--- src/rtl/grain_pkg.sv ---
package grain_pkg;
  typedef struct packed {
    logic load;    // take key and IV this edge
    logic step;    // shift both registers this edge
    logic mixOut;  // feed output bit back (mixing phase)
  } dpCtrl_t;
endpackage

--- src/rtl/grain_ctrl.sv ---
module grain_ctrl
  import grain_pkg::*;
#(
  parameter int INIT_CLKS = 160
) (
  input  logic    clk,
  input  logic    rstN,
  input  logic    start,
  output dpCtrl_t ctl,
  output logic    ksValid,
  output logic    ready
);
  localparam int CNT_W = $clog2(INIT_CLKS);

  typedef enum logic [1:0] {ST_IDLE, ST_MIX, ST_RUN} phase_t;
  phase_t           phase;
  logic [CNT_W-1:0] mixCnt;

  always_ff @(posedge clk) begin
    if (!rstN) begin
      phase  <= ST_IDLE;
      mixCnt <= '0;
    end else if (start) begin
      phase  <= ST_MIX;
      mixCnt <= '0;
    end else if (phase == ST_MIX) begin
      mixCnt <= mixCnt + 1'b1;
      if (mixCnt == CNT_W'(INIT_CLKS - 1)) phase <= ST_RUN;
    end
  end

  always_comb begin
    ctl.load   = start;
    ctl.step   = !start && (phase != ST_IDLE);
    ctl.mixOut = (phase == ST_MIX);
    ksValid    = (phase == ST_RUN);
    ready      = (phase != ST_MIX);
  end


  valid_rise_chk: assert property (@(posedge clk) disable iff (!rstN)
    $rose(ksValid) |-> ($past(phase) == ST_MIX && $past(mixCnt) == CNT_W'(INIT_CLKS - 1)));


  restart_chk: assert property (@(posedge clk) disable iff (!rstN)
    start |=> (!ksValid && !ready));
endmodule

--- src/rtl/grain_datapath.sv ---
module grain_datapath
  import grain_pkg::*;
#(
  parameter int REG_W = 80,
  parameter int IV_W  = 64,
  parameter int IDX_W = 7
) (
  input  logic             clk,
  input  logic             rstN,
  input  dpCtrl_t          ctl,
  input  logic [REG_W-1:0] keyIn,
  input  logic [IV_W-1:0]  ivIn,
  input  logic             faultArm,
  input  logic             faultEn,
  input  logic [IDX_W-1:0] faultIdx,
  output logic             zBit
);
  localparam int PAD_W = REG_W - IV_W;

  logic [REG_W-1:0] nlReg, linReg, linEff, faultMask;
  logic             faultHit, hVal, linFb, nlFb, mixBit;

  function automatic logic gFun(input logic [REG_W-1:0] x);
    logic lin, prod;
    lin  = x[0] ^ x[9] ^ x[14] ^ x[21] ^ x[28] ^ x[33] ^ x[37] ^ x[45]
         ^ x[52] ^ x[60] ^ x[62];
    prod = (x[63] & x[60]) ^ (x[37] & x[33]) ^ (x[15] & x[9])
         ^ (x[60] & x[52] & x[45]) ^ (x[33] & x[28] & x[21])
         ^ (x[63] & x[45] & x[28] & x[9]) ^ (x[60] & x[52] & x[37] & x[33])
         ^ (x[63] & x[60] & x[21] & x[15])
         ^ (x[63] & x[60] & x[52] & x[45] & x[37])
         ^ (x[33] & x[28] & x[21] & x[15] & x[9])
         ^ (x[52] & x[45] & x[37] & x[33] & x[28] & x[21]);
    return lin ^ prod;
  endfunction

  function automatic logic hFun(input logic s0, s1, s2, s3, s4);
    return s1 ^ s4 ^ (s0 & s3) ^ (s2 & s3) ^ (s3 & s4) ^ (s0 & s1 & s2)
         ^ (s0 & s2 & s3) ^ (s0 & s2 & s4) ^ (s1 & s2 & s4) ^ (s2 & s3 & s4);
  endfunction

  always_comb begin
    faultHit  = faultArm && faultEn && (int'(faultIdx) < REG_W);
    faultMask = faultHit ? (REG_W'(1) << faultIdx) : '0;
    linEff    = linReg ^ faultMask;
    hVal      = hFun(linEff[3], linEff[25], linEff[46], linEff[64], nlReg[63]);
    zBit      = hVal ^ nlReg[1] ^ nlReg[2] ^ nlReg[4] ^ nlReg[10]
              ^ nlReg[31] ^ nlReg[43] ^ nlReg[56];
    mixBit    = ctl.mixOut & zBit;
    linFb     = linEff[0] ^ linEff[13] ^ linEff[23] ^ linEff[38]
              ^ linEff[51] ^ linEff[62] ^ mixBit;
    nlFb      = linEff[0] ^ gFun(nlReg) ^ mixBit;
  end

  always_ff @(posedge clk) begin
    if (!rstN) begin
      nlReg  <= '0;
      linReg <= '0;
    end else if (ctl.load) begin
      nlReg  <= keyIn;
      linReg <= {{PAD_W{1'b1}}, ivIn};
    end else if (ctl.step) begin
      nlReg  <= {nlFb, nlReg[REG_W-1:1]};
      linReg <= {linFb, linEff[REG_W-1:1]};
    end
  end


  load_map_chk: assert property (@(posedge clk) disable iff (!rstN)
    ctl.load |=> (nlReg == $past(keyIn) && linReg[IV_W-1:0] == $past(ivIn)
                  && (&linReg[REG_W-1:IV_W])));


  shift_dir_chk: assert property (@(posedge clk) disable iff (!rstN)
    (ctl.step && !faultHit) |=> (linReg[REG_W-2:0] == $past(linReg[REG_W-1:1])
                                 && nlReg[REG_W-2:0] == $past(nlReg[REG_W-1:1])));


  fault_flip_chk: assert property (@(posedge clk) disable iff (!rstN)
    (ctl.step && faultHit && faultIdx != '0) |=>
      (linReg[$past(faultIdx) - 1'b1] != $past(linReg[faultIdx])));


  mix_only_chk: assert property (@(posedge clk) disable iff (!rstN)
    faultArm |-> !ctl.mixOut);
endmodule

--- src/rtl/grain_keystream.sv ---
module grain_keystream
  import grain_pkg::*;
#(
  parameter int REG_W     = 80,
  parameter int IV_W      = 64,
  parameter int INIT_CLKS = 2 * REG_W,
  parameter int IDX_W     = $clog2(REG_W)
) (
  input  logic             clk,
  input  logic             rstN,
  input  logic             start,
  input  logic [REG_W-1:0] keyIn,
  input  logic [IV_W-1:0]  ivIn,
  input  logic             faultEn,
  input  logic [IDX_W-1:0] faultIdx,
  output logic             ksBit,
  output logic             ksValid,
  output logic             ready
);
  dpCtrl_t ctl;

  grain_ctrl #(.INIT_CLKS(INIT_CLKS)) u_ctrl (
    .clk(clk), .rstN(rstN), .start(start),
    .ctl(ctl), .ksValid(ksValid), .ready(ready)
  );

  grain_datapath #(.REG_W(REG_W), .IV_W(IV_W), .IDX_W(IDX_W)) u_dp (
    .clk(clk), .rstN(rstN), .ctl(ctl), .keyIn(keyIn), .ivIn(ivIn),
    .faultArm(ksValid), .faultEn(faultEn), .faultIdx(faultIdx), .zBit(ksBit)
  );
endmodule

--- config.mk ---
export PLATFORM = sky130hd
export DESIGN_NAME = grain_keystream
export DESIGN_NICKNAME = d
export VERILOG_FILES = /design/src/rtl/grain_pkg.sv /design/src/rtl/grain_ctrl.sv /design/src/rtl/grain_datapath.sv /design/src/rtl/grain_keystream.sv
export SDC_FILE = /design/constraint.sdc
export NUM_CORES = 1
export LEC_CHECK = 0
export BUFFER_PORTS_ARGS = -buffer_cell sky130_fd_sc_hd__buf_2
export CORE_ASPECT_RATIO = 0.9
export CORE_UTILIZATION = 59
export CTS_BUF_LIST = sky130_fd_sc_hd__clkbuf_2 sky130_fd_sc_hd__clkbuf_4 sky130_fd_sc_hd__clkbuf_8
export DETAILED_ROUTE_END_ITERATION = 7
export GPL_TIMING_DRIVEN = 0
export PLACE_DENSITY = 0.83
export SYNTH_ARGS = -nofsm -noshare
export SYNTH_HDL_FRONTEND = slang
export SYNTH_SLANG_ARGS = --single-unit
--- constraint.sdc ---
create_clock -name clk -period 3.4 [get_ports clk]
set_input_delay 0.34 -clock clk [delete_from_list [all_inputs] [get_ports clk]]
set_output_delay 0.34 -clock clk [all_outputs]
set_load 0.02 [all_outputs]
== Yosys cells after proc, flatten, opt, wreduce, memory -nomap -nowiden ==
Index checks and enable logic that the tools add are counted.

* Register bits: 170

* Add/subtract/negate cells: 1
* Order comparisons: 1
* Equal/unequal tests: 4
* Shift operators: 1
* Multiplexer cells: 8
* Bitwise gates (word level): 83
* Reductions and logical operators: 11

{| class="wikitable"
|+ Operator list
! cell !! number
|-
| two-way mux 80 bit || 5
|-
| << shifter 1 x 7 -> 80 bit, first input constant || 1
|-
| bitwise XOR 80 bit || 1
|-
| bitwise XOR 1 bit || 45
|-
| AND 1 bit || 36
|-
| adder 8 x 1 -> 8 bit, second input constant || 1
|-
| equality test 8 bit, second input constant || 1
|-
| nonzero test 2 bit || 4
|-
| less-than comparator 7 bit, second input constant || 1
|-
| AND reduction 2 bit || 2
|-
| logical AND 1 bit || 3
|-
| two-way mux 1 bit || 3
|-
| equality test 2 x 1 -> 1 bit, second input constant || 1
|-
| equality test 2 bit, second input constant || 1
|-
| inequality test 2 x 1 -> 1 bit, second input constant || 1
|-
| OR reduction 2 bit || 1
|-
| logical NOT 1 bit || 1
|-
| inverter 1 bit || 1
|}

== Depth between registers and ports, before layout ==
Gate-level depths: netlist (run 1).

* Depth in word-level cells: 25
* Depth in mapped cells: 10

== Hierarchy ==
Synthesis (run 1) repeated with hierarchy kept, for this count alone.

* Cells, all modules: 1112
* Area total of the unflattened synthesis: 9352.7 um2

{| class="wikitable"
|+ By module, submodules not included
! module !! instances !! cells each !! area an instance (um2)
|-
| grain_datapath || 1 || 1055 || 8851.0
|-
| grain_ctrl || 1 || 57 || 501.7
|}

== Least setup slack after synthesis (run 1) ==
Ideal clock, no wire load.

* Path kind: input to register
* From: input port faultIdx[1]
* To: register u_dp.nlReg[79]
* Setup time: 0.127 ns
* Arrival time: 2.768 ns
* Required time: 3.273 ns
* Path slack: 0.504 ns
* Stages: 9
* Path buffers: 1
* Cells stage by stage: clkbuf_1 -> nor4_2 -> nand4_1 -> xor2_4 -> o211ai_1 -> o211a_1 -> or4_4 -> o211ai_2 -> or3b_1

* Longest elaborated chain between the ends: 24
* Elaborated cells on any way between the ends: 37
* Those cells by class: order compare: 1; shift: 1; mux: 3; bitwise: 31; reduce/logical: 1

{| class="wikitable"
|+ RTL lines
! what !! RTL line !! text
|-
| start: declaration || grain_keystream.sv:15 || <nowiki>input logic [IDX_W-1:0] faultIdx,</nowiki>
|-
| less-than comparator 7 bit || grain_datapath.sv:43 || <nowiki>faultHit = faultArm && faultEn && (int'(faultIdx) < REG_W);</nowiki>
|-
| logical AND 1 bit || grain_datapath.sv:43 ||
|-
| two-way mux 80 bit * || grain_datapath.sv:44 || <nowiki>faultMask = faultHit ? (REG_W'(1) << faultIdx) : '0;</nowiki>
|-
| bitwise XOR 80 bit * || grain_datapath.sv:45 || <nowiki>linEff = linReg ^ faultMask;</nowiki>
|-
| bitwise XOR 1 bit / AND 1 bit (equally long branches) || grain_datapath.sv:38 || <nowiki>return s1 ^ s4 ^ (s0 & s3) ^ (s2 & s3) ^ (s3 & s4) ^ (s0 & s1 & s2)</nowiki>
|-
| bitwise XOR 1 bit (4 in a row) || grain_datapath.sv:38 ||
|-
| bitwise XOR 1 bit (4 in a row) || grain_datapath.sv:39 || <nowiki>^ (s0 & s2 & s3) ^ (s0 & s2 & s4) ^ (s1 & s2 & s4) ^ (s2 & s3 & s4);</nowiki>
|-
| bitwise XOR 1 bit (4 in a row) || grain_datapath.sv:47 || <nowiki>zBit = hVal ^ nlReg[1] ^ nlReg[2] ^ nlReg[4] ^ nlReg[10]</nowiki>
|-
| bitwise XOR 1 bit (3 in a row) || grain_datapath.sv:48 || <nowiki>^ nlReg[31] ^ nlReg[43] ^ nlReg[56];</nowiki>
|-
| AND 1 bit || grain_datapath.sv:49 || <nowiki>mixBit = ctl.mixOut & zBit;</nowiki>
|-
| bitwise XOR 1 bit * || grain_datapath.sv:52 || <nowiki>nlFb = linEff[0] ^ gFun(nlReg) ^ mixBit;</nowiki>
|-
| two-way mux 80 bit * || grain_datapath.sv:62 || <nowiki>end else if (ctl.step) begin</nowiki>
|-
| two-way mux 80 bit * || grain_datapath.sv:59 || <nowiki>end else if (ctl.load) begin</nowiki>
|-
| end signal: assignment || grain_datapath.sv:60 || <nowiki>nlReg <= keyIn;</nowiki>
|-
| end signal: assignment || grain_datapath.sv:63 || <nowiki>nlReg <= {nlFb, nlReg[REG_W-1:1]};</nowiki>
|-
| end: declaration || grain_datapath.sv:20 || <nowiki>logic [REG_W-1:0] nlReg, linReg, linEff, faultMask;</nowiki>
|}

Every way passes the cells marked *; elsewhere a longest branch is shown, timed or not. The select of a mux whose other input is x is not followed.
A chain may end at the register's enable or synchronous reset.

== Worst setup path after layout (run 1) ==
Ends and elaborated chain as after synthesis.

==> results.yml, run 1 <==
hold_path:
  whs_endpoint: "u_dp.linReg[41]$_SDFFE_PN0P_"
  hold_path_class: "in -> reg"
  min-delay-start: "ivIn[41]"
  hold-path-cell-count: 3
finish:
  nNetsFinal: 1640
  syn_to_final_growth_pct: 15.61
  final_common_cell: "nand2_1"
  final_cell_mix: "245 x nand2_1, 242 x a21oi_1, 170 x dfxtp_1"
  fillers: 1311
  num_antenna_cells: 0
  layout-drive-gt1-share_pct: 14.05
synth:
  syn_area_per_cell_um2: 7.316
  yosys_register_bits: 170
  syn-num-nets: 1464
  async_flop_share_pct: 0
  synthDistinctLibCells: 61
  synth.yosys.warnings: 0
  synth_edf_count: 0
  yosysSeqAreaShare_pct: 35.56
  synthCells: 1308
  syn-cell-area_um2: 9569
  synth_ff_type: "dfxtp_1"
global_routing:
  grt_pass1_wl_um: 42280
  track_usage_pct: 32.33
  grt_max_degree: 17
  grt_antenna_before_repair: 0
  grt_pass1_vias: 8730
  overflow: 0
setup_path:
  slowest_delay_ns: 0.67
  worstSetupStartpointType: "input port"
  regToRegSetupSlack_ns: 0.25
  startpoint: "faultIdx[1]"
  critPathRequiredTime_ns: 3.75
  critPathMaxFanout: 10
  path_cells: "buf_2 -> clkbuf_1 -> nor4_2 -> nand4_1 -> xor2_4 -> o211ai_1 -> buf_4 -> o211a_1 -> or4_4 -> o211ai_2 -> or3b_1"
  worst_r2r_startpoint: "u_ctrl.phase[0]$_SDFFE_PN0P_"
  cpMaxStageDelayCell: "nor4_2"
  worstPathArrival_ns: 3.58
  rr_worst_depth: 9
  endpoint_kind: "flop"
  regToRegEndpoint: "u_dp.nlReg[79]$_SDFFE_PN0P_"
  crit_type: "in -> reg"
routing:
  drt_iter0_drc: 957
  drc_errors: 0
  wl_um: 26630
  vias: 9707
  dr.pass1.iters: 6
  viasPerCell: 5.720
  detail-route-antenna-nets: 0
  wire_per_inst_um: 15.69
timing:
  setup_slack_ns: 0.1697
  fin_crit_sh_pct: 95.01
  relSlewSlack_pct: 15.55
  whs_ns: 0.1132
  worst_slew_pin_slew_ns: 1.257
  fmax_ghz: 0.3096
  hold_viol_final: 0
  final_max_slew_viol_count: 0
  skew_ns: 0.01550
  setup_viol: 0
  period_needed_ns: 3.230
status:
  outcome: "complete, no violations"
clock_network:
  cts_buffer_depth: 2
  cts_root_buf: "clkbuf_8"
  htreeDepth: 4
  path_clk_slew_ns: 0.10
  numCtsBuffers: 17
  cts_sinks: 170
  clk_latency_ns: 0.47
  cts_tree: "done"
floorplan:
  die_x_um: 136.2
  die_h_um: 122.8
  boundaryPins: 158
  floorplan.initialDensity_pct: 61.12
  dieArea_um2: 16730
  rows: 43
  core-area_um2: 15660
pwr:
  cellPowerDensity_nw_per_um2: 423.5
  vdd_ir_drop_max_v: 0.0003628
  power_leakage_nw: 3.983
run:
  cap_violations: 0
placement:
  place_ws_ns: -0.1490
  dp_hpwl_um: 18750
  globalplace.congestion: 0.9209
  port_buffers: 155
power by group:
| group | internal, W | switching [W] | leakage (nW) |
|---|---|---|---|
| registers | 0.00212 | 0.0000935 | 1.41 |
| clock network | 0.000804 | 0.000764 | 0.211 |
| logic | 0.000379 | 0.000524 | 2.37 |
final cells by class:
class | instances | area [µm²] | share of cell area [%]
multi-input cells | 1026 | 5746 | 51.93
well taps | 202 | 252.7 | 2.285
flip-flops and latches | 170 | 3403 | 30.76
inverters | 6 | 22.52 | 0.2036
repair buffers | 157 | 790.8 | 7.148
clock inverters | 9 | 136.4 | 1.233
clock buffers | 21 | 289.0 | 2.613
plain buffers | 106 | 422.9 | 3.823
critical path, delay by kind of cell:
kind                   cells  cell delay (ns)
AND/OR/NAND/NOR            4             1.93
buffers and inverters      3             0.51
AO/OA/AOI/OAI              3             0.48
XOR/XNOR                   1             0.30
Yosys cell counts (all sizes together), types with 3 or more instances:
cell type	n	area, µm²
and2	4	25.02
o221ai	3	32.53
nor3	13	65.06
a21oi	242	1211
or3	3	18.77
nand3	5	25.02
or4	3	30.03
nor2	111	416.7
o21a	15	112.6
inv	6	22.52
o31ai	4	30.03
xnor2	23	201.4
nand4	6	37.54
buf	14	76.31
nor4	3	25.02
o21ai	9	45.04
a211oi	61	457.9
or2	3	18.77
dfxtp	170	3403
nor2b	143	894.6
and3	5	31.28
nand2b	8	50.05
nand2	245	919.6
clkbuf	92	345.3
xor2	81	728.2
o211ai	3	27.52
nand4bb	3	33.78
registers in the layout (all words and copies together), names as in the netlist:
| register | flops |
|---|---|
| u_dp.linReg | 80 |
| u_dp.nlReg | 80 |
| u_ctrl.mixCnt | 8 |
| u_ctrl.phase | 2 |
worst max-delay path by stage:
| stage | end | slack [ns] | cells after the start |
|---|---|---|---|
| 2_1_floorplan | u_dp.nlReg[79]$_SDFFE_PN0P_ | 0.50 | 9 |
| 3_3_place_gp | u_dp.nlReg[79]$_SDFFE_PN0P_ | -0.11 | 10 |
| 3_5_place_dp | u_dp.nlReg[79]$_SDFFE_PN0P_ | -0.15 | 10 |
| 4_1_cts | ksBit | 0.18 | 8 |
| 5_1_grt | ksBit | -0.01 | 8 |
| 6_report | u_dp.nlReg[79]$_SDFFE_PN0P_ | 0.17 | 11 |
metrics by stage:
| step | total power [W] | util [%] | TNS [ns] | std cells | instance area (µm²) |
|---|---|---|---|---|---|
| after floorplan | 0.002852 | - | 0 | 1308 | 9569 |
| after global placement | 0.003109 | 67.69 | -0.1156 | 1665 | 10600 |
| after detailed placement | 0.003133 | 67.69 | -0.1974 | 1665 | 10600 |
| after CTS | 0.004671 | 70.41 | 0 | 1695 | 11020 |
| after global routing | 0.004880 | 70.66 | -0.01951 | 1697 | 11060 |
| final | 0.004685 | 70.66 | 0 | 1697 | 11060 |
logic make-up (layout without fill, tap and decap cells):
group / Yosys count / count (layout) / share of synthesized area (%)
adders and majority gates: 1 / 1 / 0.1307
buffers and inverters: 112 / 299 / 4.642
and+or+nand+nor: 570 / 570 / 28.49
AOI/OAI and AO/OA: 351 / 351 / 21.46
xor gates and xnor gates: 104 / 104 / 9.715
DFF: 170 / 170 / 35.56
timing repair:
action	4_1_cts	5_1_grt
hold buffers	0	0
gates resized for setup	0	6
setup buffers	0	2
setup endpoints to repair	0	1
metal layers:
layer | part of all wire (%) | vias up | global-route usage [%]
li1 | - | 4738 | -
met4 | 3.4 | 0 | 14.37
met5 | 0 | - | 0
met3 | 9.0 | 77 | 7.807
met2 | 44 | 453 | 50.00
met1 | 43 | 4439 | 42.63
Note: power is estimated with default switching activity, not from simulation.
==> run 2: changes to the inputs <==
--- a/config.mk
+++ b/config.mk
@@ -5,13 +5,15 @@
 export SDC_FILE = /design/constraint.sdc
 export NUM_CORES = 1
 export LEC_CHECK = 0
+export ABC_AREA = 1
 export BUFFER_PORTS_ARGS = -buffer_cell sky130_fd_sc_hd__buf_2
 export CORE_ASPECT_RATIO = 0.9
-export CORE_UTILIZATION = 59
+export CORE_UTILIZATION = 58
 export CTS_BUF_LIST = sky130_fd_sc_hd__clkbuf_2 sky130_fd_sc_hd__clkbuf_4 sky130_fd_sc_hd__clkbuf_8
 export DETAILED_ROUTE_END_ITERATION = 7
 export GPL_TIMING_DRIVEN = 0
-export PLACE_DENSITY = 0.83
+export PLACE_DENSITY = 0.82
 export SYNTH_ARGS = -nofsm -noshare
 export SYNTH_HDL_FRONTEND = slang
+export SYNTH_HIERARCHICAL = 1
 export SYNTH_SLANG_ARGS = --single-unit
==> results.yml, run 2 <==
pwr:
  comb_power_share_pct: 16.6
  power.internal_w: 0.003071
  swShare_pct: 30.79
  power_leakage_nw: 4.576
  power.switching_w: 0.001366
  vdd_ir_drop_max_v: 0.0003250
  p_seq_share_pct: 50.3
  power.total_w: 0.004437
  cellPowerDensity_nw_per_um2: 426.3
  pwr-share-clk_pct: 33.2
timing:
  skew_ns: 0.01387
  fmax_ghz: 0.3158
  period_needed_ns: 3.167
  relSlewSlack_pct: 17.56
  setup_viol: 0
  setup_tns_ns: 0
  fin_crit_sh_pct: 93.14
  worst_slew_pin_slew_ns: 1.225
  rsz0062_at_grt: "false"
  final_max_slew_viol_count: 0
  hold_viol_final: 0
  whs_ns: 0.09885
finish:
  largestRegisters: "u_dp/linReg: 80 flops, u_dp/nlReg: 80 flops, u_ctrl/mixCnt: 8 flops"
  layout-drive-gt1-share_pct: 15.33
  multi_input_area_um2: 4629
  fillers: 1314
  final_common_cell: "nand2_1"
  nNetsFinal: 1656
  final_cell_mix: "309 x nand2_1, 170 x dfxtp_1, 159 x buf_2"
  finalNonFillerCells: 1713
  regArea_um2: 3403
  syn_to_final_growth_pct: 16.35
setup_path:
  path_cells: "nor2_1 -> nand2_1 -> inv_1 -> nand2_4 -> nor2_4 -> nand3_1 -> nand2_2 -> inv_1 -> nand3_1 -> nand3_1 -> nand2_1 -> nand2_1 -> inv_1 -> nand3_1 -> and2_4 -> buf_2"
  worstPathArrival_ns: 2.83
  endpoint_kind: "primary output"
  regToRegSetupSlack_ns: 0.52
  crit_type: "reg -> out"
  worstSetupStartpointType: "flop"
  worst_r2r_startpoint: "u_ctrl/phase[0]$_SDFFE_PN0P_"
  regToRegEndpoint: "u_dp/nlReg[48]$_SDFFE_PN0P_"
  critPathRequiredTime_ns: 3.06
  slowest_delay_ns: 0.39
  cpMaxStageDelayCell: "dfxtp_1"
  critical_path.most_common_cell: "nand3_1"
  rr_worst_depth: 9
  critPathMaxFanout: 10
global_routing:
  track_usage_pct: 36.41
  grt_antenna_before_repair: 2
  grt_max_degree: 17
  grt_pass1_wl_um: 45020
  overflow: 0
  grt_use_met2_pct: 58.38
  grt_pass1_vias: 9032
  gr-usage-met1_pct: 45.36
  grt-busiest-layer: "met2"
  grtUsageMet3_pct: 7.393
placement:
  globalplace.congestion: 1.022
  dpl.cell_count: 1677
  port_buffers: 157
  dp_hpwl_um: 21040
synth:
  async_flop_share_pct: 0
  synthTopCellsByArea: "dfxtp_1 38%, nand2_1 13%, inv_1 6.3%, nor2_1 5.3%, a21oi_1 5.2%"
  synthTopCellsByCount: "309 x nand2_1, 170 x dfxtp_1, 151 x inv_1"
  yosysSeqAreaShare_pct: 38.05
  yosys_register_bits: 170
  syn_area_per_cell_um2: 6.765
  synthCells: 1322
  synth_top_area_cell: "dfxtp_1"
  synth_edf_count: 0
  syn-num-nets: 1478
  synth_top_area_share_pct: 38.05
  synth.most_common_cell: "nand2_1"
  synthDistinctLibCells: 38
  synth_ff_type: "dfxtp_1"
  synth.yosys.warnings: 6
  syn-cell-area_um2: 8944
routing:
  drc_errors: 0
  drt_iter0_drc: 867
  dr.pass1.iters: 6
  viasPerCell: 5.697
  wire_per_inst_um: 16.63
  vias: 9759
  wl_um: 28480
  detail-route-antenna-nets: 0
clock_network:
  cts_tree: "done"
  path_clk_slew_ns: 0.10
  postCtsHoldBufs: 0
  clk_latency_ns: 0.48
  htreeDepth: 4
  numCtsBuffers: 17
  cts_buffer_depth: 2
  cts_root_buf: "clkbuf_8"
  cts_sinks: 170
floorplan:
  dieArea_um2: 15920
  die_h_um: 119.8
  core-area_um2: 14870
  rows: 42
  boundaryPins: 158
  floorplan.initialDensity_pct: 60.14
  die_x_um: 132.9
hold_path:
  whs_endpoint: "u_ctrl/phase[0]$_SDFFE_PN0P_"
  hold_path_class: "in -> reg"
  min-delay-start: "rstN"
  hold-path-cell-count: 3
run:
  cap_violations: 0
status:
  outcome: "complete, no violations"
==> run 2: worst max path at each step <==
stage                                       from                          end  slack, ns  cells past startpoint
global route        u_ctrl/phase[1]$_SDFFE_PP0P_                        ksBit       0.04                     18
CTS                 u_ctrl/phase[0]$_SDFFE_PN0P_                        ksBit       0.14                     17
finish              u_ctrl/phase[0]$_SDFFE_PN0P_                        ksBit       0.23                     16
floorplan           u_ctrl/phase[1]$_SDFFE_PP0P_                        ksBit       0.95                     17
detailed placement  u_ctrl/phase[0]$_SDFFE_PN0P_  u_dp/nlReg[45]$_SDFFE_PN0P_       0.67                      9
global placement    u_ctrl/phase[0]$_SDFFE_PN0P_  u_dp/nlReg[44]$_SDFFE_PN0P_       0.74                      9
==> run 2: area by class of cell <==
cell class	instances	share of cell area, %
Antenna cell	2	0.04809
Buffer	77	2.874
Clock buffer	20	2.645
Timing Repair Buffer	159	7.695
Tap cell	198	2.381
Multi-Input combinational cell	910	44.49
Clock inverter	12	1.202
Sequential cell	170	32.70
Inverter	165	5.964
==> run 2: critical path: cells and delay by family, from the launching register on <==
family                 cells  cell delay (ns)
AND/OR/NAND/NOR           12             1.54
buffers and inverters      4             0.42
flip-flops                 1             0.39
==> run 2: kinds of logic (layout without fill, tap and decap cells) <==
| kind of cell | after synthesis | after routing | share of synthesized area (%) |
|---|---|---|---|
| AND/OR/NAND/NOR | 556 | 556 | 26.23 |
| buffers and inverters | 242 | 433 | 10.28 |
| flip-flops | 170 | 170 | 38.05 |
| adder cells (fa/ha/maj) | 1 | 1 | 0.1399 |
| AO/OA/AOI/OAI | 327 | 327 | 22.75 |
| other | 0 | 2 | 0 |
| XOR/XNOR | 26 | 26 | 2.546 |
==> run 2: through the flow <==
step	instance area [µm²]	worst slack, ns	utilization [%]
2_1_floorplan	8944	0.9488	-
3_3_place_gp	9977	0.7420	67.09
3_5_place_dp	9977	0.6701	67.09
4_1_cts	10380	0.1372	69.78
5_1_grt	10400	0.04148	69.96
6_report	10410	0.2333	69.97
==> run 2: power by group through the flow <==
stage,combinational [W],clock (W),sequential (W)
after floorplan,0.000476,0,0.00224
after global placement,0.000700,0,0.00227
after detailed placement,0.000716,0,0.00227
after CTS,0.000721,0.00147,0.00223
after global routing,0.000818,0.00156,0.00225
final,0.000735,0.00147,0.00223
==> run 2: metal layers <==
metal / routed length, µm / vias to the layer above / part of all wire [%]
li1: - / 4768 / -
met1: 11710 / 4414 / 41
met2: 12750 / 479 / 45
met3: 2555 / 98 / 9.0
met4: 1463 / 0 / 5.1
met5: 0 / - / 0
==> run 2: timing repair <==
action | 4_1_cts | 5_1_grt
endpoints found under the setup margin | 0 | 1
buffers inserted | 0 | 2
resized for setup | 0 | 2
hold endpoints to repair | 0 | 0
